$ cat config.mk
export PLATFORM = sky130hd
export DESIGN_NAME = wide_divider
export DESIGN_NICKNAME = d
export VERILOG_FILES = /design/src/rtl/wdiv_pkg.sv /design/src/rtl/wdiv_prep.sv /design/src/rtl/wdiv_core.sv /design/src/rtl/wdiv_post.sv /design/src/rtl/wide_divider.sv
export SDC_FILE = /design/constraint.sdc
export NUM_CORES = 2
export LEC_CHECK = 0
export ABC_AREA = 1
export BUFFER_PORTS_ARGS = -buffer_cell sky130_fd_sc_hd__buf_2
export CAP_MARGIN = 20
export CORE_AREA = 2 2 368 370
export DETAILED_ROUTE_END_ITERATION = 10
export DIE_AREA = 0 0 370 372
export GPL_ROUTABILITY_DRIVEN = 0
export PLACE_DENSITY = 0.66
export SLEW_MARGIN = 20
export SYNTH_ARGS = -nofsm -noshare
export SYNTH_HDL_FRONTEND = slang
export SYNTH_SLANG_ARGS = --single-unit
export TNS_END_PERCENT = 50
$ cat constraint.sdc
create_clock -name clk -period 3.17 [get_ports clk]
set_clock_uncertainty 0.15 [all_clocks]
set_input_delay 0.317 -clock clk [delete_from_list [all_inputs] [get_ports clk]]
set_output_delay 0.317 -clock clk [all_outputs]
set_load 0.03 [all_outputs]
$ cat src/rtl/wdiv_pkg.sv
package wdiv_pkg;
    typedef enum logic [1:0] {
        CORE_IDLE = 2'd0,
        CORE_NORM = 2'd1,
        CORE_RED  = 2'd2,
        CORE_FIN  = 2'd3
    } core_st_e;
endpackage

$ cat src/rtl/wdiv_prep.sv
module wdiv_prep #(
    parameter int W = 64
) (
    input  logic [2*W-1:0] dvd_i,
    input  logic [W-1:0]   dvs_i,
    input  logic           signed_i,
    output logic [2*W-1:0] mag_dvd_o,
    output logic [W-1:0]   mag_dvs_o,
    output logic           neg_quo_o,
    output logic           neg_rem_o
);
    localparam int DW = 2 * W;

    logic dvd_neg;
    logic dvs_neg;

    always_comb begin
        dvd_neg   = signed_i & dvd_i[DW-1];
        dvs_neg   = signed_i & dvs_i[W-1];
        mag_dvd_o = dvd_neg ? (~dvd_i + DW'(1)) : dvd_i;
        mag_dvs_o = dvs_neg ? (~dvs_i + W'(1)) : dvs_i;
        neg_quo_o = dvd_neg ^ dvs_neg;
        neg_rem_o = dvd_neg;
    end
endmodule

$ cat src/rtl/wdiv_core.sv
module wdiv_core
    import wdiv_pkg::*;
#(
    parameter int W = 64
) (
    input  logic           clk,
    input  logic           rst_n,
    input  logic           go_i,
    input  logic [2*W-1:0] dvd_i,
    input  logic [W-1:0]   dvs_i,
    output logic           busy_o,
    output logic           fin_o,
    output logic [2*W-1:0] quo_o,
    output logic [W-1:0]   rem_o
);
    localparam int DW = 2 * W;
    localparam int NW = $clog2(DW + 1);

    typedef struct packed {
        core_st_e      st;
        logic [NW-1:0] cnt;
        logic [DW:0]   den;
        logic [DW-1:0] acc;
        logic [DW-1:0] quo;
    } core_t;

    core_t cur_q;
    core_t nxt_d;
    logic [DW:0] half_den;
    logic [DW:0] acc_ext;

    always_comb begin
        nxt_d    = cur_q;
        half_den = cur_q.den >> 1;
        acc_ext  = {1'b0, cur_q.acc};
        unique case (cur_q.st)
            CORE_IDLE: begin
                if (go_i) begin
                    nxt_d.st  = CORE_NORM;
                    nxt_d.cnt = '0;
                    nxt_d.den = {{(DW + 1 - W){1'b0}}, dvs_i};
                    nxt_d.acc = dvd_i;
                    nxt_d.quo = '0;
                end
            end
            CORE_NORM: begin
                if ((cur_q.den <= acc_ext) && (cur_q.cnt < NW'(DW))) begin
                    nxt_d.den = cur_q.den << 1;
                    nxt_d.cnt = cur_q.cnt + NW'(1);
                end else begin
                    nxt_d.st = (cur_q.cnt == '0) ? CORE_FIN : CORE_RED;
                end
            end
            CORE_RED: begin
                nxt_d.den = half_den;
                nxt_d.cnt = cur_q.cnt - NW'(1);
                if (half_den <= acc_ext) begin
                    nxt_d.acc = cur_q.acc - half_den[DW-1:0];
                    nxt_d.quo = {cur_q.quo[DW-2:0], 1'b1};
                end else begin
                    nxt_d.quo = {cur_q.quo[DW-2:0], 1'b0};
                end
                if (cur_q.cnt == NW'(1)) begin
                    nxt_d.st = CORE_FIN;
                end
            end
            default: begin
                nxt_d.st = CORE_IDLE;
            end
        endcase
    end

    always_ff @(posedge clk or negedge rst_n) begin
        if (!rst_n) begin
            cur_q <= '{st: CORE_IDLE, cnt: '0, den: '0, acc: '0, quo: '0};
        end else begin
            cur_q <= nxt_d;
        end
    end

    assign busy_o = (cur_q.st != CORE_IDLE);
    assign fin_o  = (cur_q.st == CORE_FIN);
    assign quo_o  = cur_q.quo;
    assign rem_o  = cur_q.acc[W-1:0];

    // the doubling count never passes its limit
    p_norm_limit_r3: assert property (@(posedge clk) disable iff (!rst_n)
        (cur_q.st == CORE_NORM) |-> (cur_q.cnt <= NW'(DW)));

    // a reduction step always has a pending count
    p_red_count_r4: assert property (@(posedge clk) disable iff (!rst_n)
        (cur_q.st == CORE_RED) |-> (cur_q.cnt != '0));

    // quotient bits move up by one per reduction step
    p_quo_shift_r4: assert property (@(posedge clk) disable iff (!rst_n)
        (cur_q.st == CORE_RED) |=> (cur_q.quo[DW-1:1] == $past(cur_q.quo[DW-2:0])));

    // the leftover dividend is below the restored divisor
    p_rem_below_r5: assert property (@(posedge clk) disable iff (!rst_n)
        (cur_q.st == CORE_FIN) |-> ({1'b0, cur_q.acc} < cur_q.den));
endmodule

$ cat src/rtl/wdiv_post.sv
module wdiv_post #(
    parameter int W = 64
) (
    input  logic [2*W-1:0] quo_mag_i,
    input  logic [W-1:0]   rem_mag_i,
    input  logic           neg_quo_i,
    input  logic           neg_rem_i,
    input  logic           signed_i,
    output logic [W-1:0]   quo_o,
    output logic [W-1:0]   rem_o,
    output logic           ovf_o
);
    localparam int DW = 2 * W;
    localparam logic [W-1:0] NEG_LIMIT = {1'b1, {(W - 1){1'b0}}};

    logic          hi_set;
    logic [W-1:0]  lo_mag;

    always_comb begin
        hi_set = |quo_mag_i[DW-1:W];
        lo_mag = quo_mag_i[W-1:0];
        if (!signed_i) begin
            ovf_o = hi_set;
        end else if (neg_quo_i) begin
            ovf_o = hi_set | (lo_mag > NEG_LIMIT);
        end else begin
            ovf_o = hi_set | lo_mag[W-1];
        end
        quo_o = neg_quo_i ? (~lo_mag + W'(1)) : lo_mag;
        rem_o = neg_rem_i ? (~rem_mag_i + W'(1)) : rem_mag_i;
    end
endmodule

$ cat src/rtl/wide_divider.sv
module wide_divider #(
    parameter int W = 64
) (
    input  logic         clk,
    input  logic         rst_n,
    input  logic         start_i,
    input  logic         signed_i,
    input  logic [W-1:0] dvd_hi_i,
    input  logic [W-1:0] dvd_lo_i,
    input  logic [W-1:0] dvs_i,
    output logic         busy_o,
    output logic         done_o,
    output logic         err_o,
    output logic [W-1:0] quo_o,
    output logic [W-1:0] rem_o
);
    localparam int DW = 2 * W;

    typedef struct packed {
        logic         done;
        logic         err;
        logic [W-1:0] quo;
        logic [W-1:0] rem;
        logic         sgn;
        logic         neg_quo;
        logic         neg_rem;
    } top_t;

    top_t top_q;
    top_t top_d;

    logic [DW-1:0] mag_dvd;
    logic [W-1:0]  mag_dvs;
    logic          neg_quo;
    logic          neg_rem;
    logic          accept;
    logic          core_go;
    logic          core_busy;
    logic          core_fin;
    logic [DW-1:0] core_quo;
    logic [W-1:0]  core_rem;
    logic [W-1:0]  fix_quo;
    logic [W-1:0]  fix_rem;
    logic          fix_ovf;

    wdiv_prep #(.W(W)) prep_i (
        .dvd_i     ({dvd_hi_i, dvd_lo_i}),
        .dvs_i     (dvs_i),
        .signed_i  (signed_i),
        .mag_dvd_o (mag_dvd),
        .mag_dvs_o (mag_dvs),
        .neg_quo_o (neg_quo),
        .neg_rem_o (neg_rem)
    );

    wdiv_core #(.W(W)) core_i (
        .clk    (clk),
        .rst_n  (rst_n),
        .go_i   (core_go),
        .dvd_i  (mag_dvd),
        .dvs_i  (mag_dvs),
        .busy_o (core_busy),
        .fin_o  (core_fin),
        .quo_o  (core_quo),
        .rem_o  (core_rem)
    );

    wdiv_post #(.W(W)) post_i (
        .quo_mag_i (core_quo),
        .rem_mag_i (core_rem),
        .neg_quo_i (top_q.neg_quo),
        .neg_rem_i (top_q.neg_rem),
        .signed_i  (top_q.sgn),
        .quo_o     (fix_quo),
        .rem_o     (fix_rem),
        .ovf_o     (fix_ovf)
    );

    assign accept  = start_i & ~core_busy;
    assign core_go = accept & (dvs_i != '0);

    always_comb begin
        top_d      = top_q;
        top_d.done = 1'b0;
        top_d.err  = 1'b0;
        if (accept) begin
            top_d.sgn     = signed_i;
            top_d.neg_quo = neg_quo;
            top_d.neg_rem = neg_rem;
            if (dvs_i == '0) begin
                top_d.done = 1'b1;
                top_d.err  = 1'b1;
            end
        end
        if (core_fin) begin
            top_d.done = 1'b1;
            top_d.err  = fix_ovf;
            if (!fix_ovf) begin
                top_d.quo = fix_quo;
                top_d.rem = fix_rem;
            end
        end
    end

    always_ff @(posedge clk or negedge rst_n) begin
        if (!rst_n) begin
            top_q <= '0;
        end else begin
            top_q <= top_d;
        end
    end

    assign busy_o = core_busy;
    assign done_o = top_q.done;
    assign err_o  = top_q.err;
    assign quo_o  = top_q.quo;
    assign rem_o  = top_q.rem;

    // zero divisor answers with an error on the next edge
    p_zero_div_r2: assert property (@(posedge clk) disable iff (!rst_n)
        (start_i && !busy_o && (dvs_i == '0)) |=> (done_o && err_o));

    // an error leaves the result outputs untouched
    p_no_commit_r6: assert property (@(posedge clk) disable iff (!rst_n)
        (done_o && err_o) |-> ($stable(quo_o) && $stable(rem_o)));

    // completion is a single-cycle pulse when no new request follows
    p_done_pulse_r9: assert property (@(posedge clk) disable iff (!rst_n)
        (done_o && !start_i) |=> !done_o);

    // the error flag only appears together with completion
    p_err_with_done_r9: assert property (@(posedge clk) disable iff (!rst_n)
        err_o |-> done_o);
endmodule

# After elaboration in Yosys (flattened, before gate mapping)
# Index checks and enable logic that the tools add are counted.
# word_totals
reg_bits	528
input_bits	196
output_inout_bits	131
# op_classes
n_lt_le_gt_ge	4
reduce_logical	14
n_mux	20
addsub	7
bitwise_logic	13
eq_ne	9
# ops
operator	n
256-bit one-hot mux with 2 select lines	1
137-bit one-hot mux with 3 select lines	1
395-bit 2-to-1 mux	1
128-bit 2-to-1 mux	3
64-bit by 1-bit adder with 64-bit output, second input constant	3
64-bit 2-to-1 mux	3
64-bit NOT	3
137-bit 2-to-1 mux	1
130-bit 2-to-1 mux	1
129-bit by 128-bit <= comparator with 1-bit output	1
128-bit by 1-bit adder with 128-bit output, second input constant	1
128-bit <= comparator	1
128-bit NOT	1
128-bit subtractor	1
64-bit > comparator, second input constant	1
64-bit logical NOT	1
64-bit nonzero test	1
64-bit OR reduction	1
3-bit AND reduction	3
8-bit by 1-bit adder with 8-bit output, second input constant	1
8-bit by 1-bit == test with 1-bit output, second input constant	1
8-bit logical NOT	1
8-bit < comparator, second input constant	1
2-bit 2-to-1 mux	4
16 further kinds	30

# Depth between registers and ports, before layout
# depth
word_depth	6
mapped_depth	24
ltp_nobuf	22

# Modules after synthesis
# From an unflattened synthesis, not the netlist that was laid out.
# hier_totals
hier_cells	9115
area_unflattened_um2	55151.6
# modules_own_cells
mod	seq_area_each_um2	cells_each	n_inst	area_per_inst_um2
wdiv_core	9884.5	5923	1	36098.4
wdiv_prep	0.0	1628	1	7472.2
wide_divider	3328.2	485	1	6588.8
wdiv_post	0.0	1079	1	4992.3

# Worst setup path before layout
# No wires, ideal clock.
# synth_timing
path_type	reg-to-reg
from	register core_i.cur_q (netlist bit core_i.rem_o[0])
to	register core_i.cur_q (netlist bit core_i.rem_o[48])
path_stages_with_launch	22
setup_time_ns	0.117
arrival_ns	2.417
required_time_ns	2.903
setup_slack_ns	0.486
cell_sequence	dfrtp_1 > inv_1 > ha_1 > fa_1 > inv_1 > nand3_1 > nand3_1 > nand2_1 > nand2_2 > nand2_1 > nand2_2 > nand2_1 > nand3_2 > nand2_1 > nand3_1 > nand2_1 > nand3_2 > nand2_4 > buf_6 > buf_6 > nand2_1 > nand2_1
# synth_via
elab_chain_cells	3
# synth_lines
item	line	rtl
start, declared	wdiv_core.sv:27	core_t cur_q;
start signal, assigned	wdiv_core.sv:75	cur_q <= '{st: CORE_IDLE, cnt: '0, den: '0, acc: '0, quo: '0};
start signal, assigned	wdiv_core.sv:77	cur_q <= nxt_d;
128-bit subtractor / 128-bit <= comparator (equally long branches)	wdiv_core.sv:58, wdiv_core.sv:57	
128-bit 2-to-1 mux / 2-bit by 1-bit inequality test with 1-bit output (equally long branches)	-	
256-bit one-hot mux with 2 select lines / 3-bit AND reduction (equally long branches)	-	
# Several ways; a longest one is shown, not always the timed one. The select of a mux whose other input is x is not followed.
# A chain may end at the register's enable or synchronous reset.

# Worst setup path after layout
# layout_timing
from	register core_i.cur_q (netlist bit core_i.rem_o[17])
to	register core_i.cur_q (netlist bit core_i.rem_o[36])
# Same word-level chain as after synthesis.

==> run summary <==
Status: complete, but fails checks
Failing checks: setup timing
Top FF cell, synth: dfrtp_1
R2R setup slack: -30 ps
Met1 Use GR: 0.3936
VDD IR-drop max: 0.9710 mV
Met3 Track Usage GR: 0.07499
WHS: 39.37 ps
Finished Core Util: 0.4607
Clk sinks: 528
Min Tclk post-route: 3199 ps
Max Root-Sink Buffers: 3
Post-route setup slack: -28.93 ps
Max Cap Violations: 0
GRT Overall Usage: 0.3275
CTS H-Tree Depth: 3
Power after layout: 71440 µW
Initial Util: 0.3762
Share of cells above drive strength 1: 0.1481
Root Buffer: clkbuf_16
DR pass1 iterations: 7
Warnings, synthesis: 0
CTS clk-pin slew, worst paths: 60 ps
Via count of the first global-routing pass: 55.70k
Number of enable flip-flop cells after synthesis: 0
Core area: 0.1343 mm²
Detailed-route via count: 61.55k
Drt drc: 0
Final wirelength: 238.8 mm
I/O pin count: 327
Busiest layer in global routing: met2
Final Hold Fails: 0
Worst setup SP type: flip-flop
CTS tree: done
Initial antenna violation count: 12
Worst skew pair latency: 690 ps
Origin of the worst setup path: core_i.rem_o[17]
Row count: 135
Nets: 9646
RSZ-0062 raised after global routing: yes
Vias per inst: 5.585
Synthesis-stage register bit count: 528
Area growth, synth to finish: 22.46%
Synthesized net count: 8919
Critical Path AT: 3670 ps
Remaining global-route overflow: 0
Worst relative slew slack: 0.2425
Lkg Pwr: 0.03235 µW
Critical path class: reg -> reg
CP Max Fanout: 4
Max-slew violations: 0
Die width: 370 µm
Largest net degree at the start of global routing: 130
Seq/Total Area, Yosys: 0.2615
Worst hold-check path type: in -> reg
Post-synthesis cell count: 8455
Setup TNS Final: -46.84 ps
Critical Path RT: 3640 ps
Starting DRT DRC Count: 8736
Post-synthesis average cell area: 5.975 µm²
Fmax: 312.6 MHz
Fraction of registers with async set or reset after synthesis: 1.000
GR Layer Usage met2: 0.4972
Min-Delay Path Depth: 5
Hold Startpoint: dvd_lo_i[9]
Post-synthesis cell area: 0.05052 mm²
DIE AREA: 0.1376 mm²
Final setup viols: 6
IO buf count: 326
Die Y: 372 µm
CTS Buf Count: 67
Endpoint type of the worst setup path: flip-flop
Final worst path period share: 1.009
Routed Antenna Nets: 0
Hold Path Sink: core_i.rem_o[9]
Slew @ Worst Pin: 1124 ps
Cell variety after synth: 53
Critical R2R Launch: core_i.rem_o[17]
First-pass GRT wire length: 341.4 mm
Final HPWL DP: 190.2 mm
Pwr Density: 1155 mW/mm²
RR Endpoint: core_i.rem_o[36]
Wire length per cell: 21.67 µm
Reg2reg path depth: 15
==> power breakdown <==
part           internal (µW)  leakage [µW]  switching (µW)
Combinational          17000        0.0243           35200
Sequential              8850       0.00693            2060
Clock                   4950       0.00115            3370
==> synthesized netlist by cell type, drive strengths merged, types with 15 or more instances <==
library cell / n / share of area
o21bai: 15 / 0.0022
nand3: 567 / 0.057
buf: 135 / 0.016
a21oi: 368 / 0.037
inv: 1286 / 0.096
o31ai: 16 / 0.0024
o22ai: 200 / 0.025
nor4: 29 / 0.0036
nand3b: 34 / 0.0051
ha: 267 / 0.066
nor3: 110 / 0.012
o21ai: 484 / 0.048
nor2: 914 / 0.069
clkbuf: 102 / 0.0076
dfrtp: 528 / 0.26
a22oi: 27 / 0.0040
nand4: 172 / 0.021
xor2: 189 / 0.033
nand2: 2874 / 0.21
or2: 18 / 0.0022
o221ai: 29 / 0.0050
==> how the worst max path moves through the flow <==
stage / end / slack (ps) / cells past startpoint
final: core_i.rem_o[36] / -30 / 15
after CTS: core_i.acc_ext[122] / 3 / 19
after global routing: core_i.acc_ext[125] / -100 / 17
after floorplan: core_i.rem_o[48] / 490 / 21
after global placement: core_i.cur_q[276] / -210 / 18
after detailed placement: core_i.rem_o[6] / -210 / 16
==> logic make-up after synthesis <==
group	synth area share
simple gates	0.3856
flops	0.2615
mux	0.0007925
xor+xnor	0.03450
compound gates	0.1320
fa+ha+maj	0.06652
buf+inv	0.1190
==> metal layers <==
metal,part of all wire,wire length (µm)
met1,0.37,87690
met2,0.42,100200
met3,0.11,26290
met4,0.10,24620
met5,0.00018,44
==> sequential cells by signal, summed over array words and instances (netlist names) <==
signal / flops
core_i.cur_q: 139
core_i.quo_o: 128
core_i.acc_ext: 64
core_i.rem_o: 64
quo_o: 64
rem_o: 64
top_q: 3
done_o: 1
err_o: 1
==> area by class of cell <==
type | instances | area, µm²
fillers | 13999 | 72420
multi-input cells | 6402 | 32420
flip-flops and latches | 528 | 13260
repair buffers | 894 | 6711
inverters | 1289 | 4860
well taps | 1781 | 2228
clock buffers | 90 | 1914
clock inverters | 29 | 452.9
diodes | 7 | 17.52
==> worst max-delay path, stage by stage, from the launching register on <==
cell and delay (ps):
dfrtp_1 490, ha_2 440, nand2_1 120, nor2_1 230
inv_1 60, o21ai_0 170, buf_4 180, inv_1 60
nand2_2 160, nand2_1 80, nand2_1 260, buf_4 180
nor2_1 30, o21ai_0 310, nand2_1 120, nand2_1 80
==> what timing repair did <==
action | CTS | global route
setup endpoints to repair | 261 | 270
hold buffers | 19 | 0
pin swaps | 1 | 21
setup buffers | 2 | 22
gates resized for setup | 29 | 318
gates cloned | 0 | 14
endpoints found under the hold margin | 352 | 0
==> layout by cell type (no fill, tap or decap), drive strengths merged, types with 27 or more instances in the layout <==
master	synthesis	final
dfrtp	528	528
o21ai	484	484
nand4	172	172
a22oi	27	27
nand3	567	567
nor4	29	29
o221ai	29	29
buf	135	862
nor3	110	110
o22ai	200	200
inv	1286	1290
xor2	189	189
nand3b	34	34
ha	267	267
a21oi	368	368
nor2	914	914
clkbuf	102	103
nand2	2874	2875
==> through the flow <==
step / setup WS, ps / instances / instance area, µm²
global route: -98.15 / 11017 / 61860
CTS: 2.880 / 10977 / 60220
global placement: -208.1 / 10837 / 57580
detailed placement: -207.2 / 10837 / 57580
floorplan: 486.0 / 8455 / 50520
finish: -28.93 / 11020 / 61870
No activity file was read; power rests on OpenSTA's default activity.
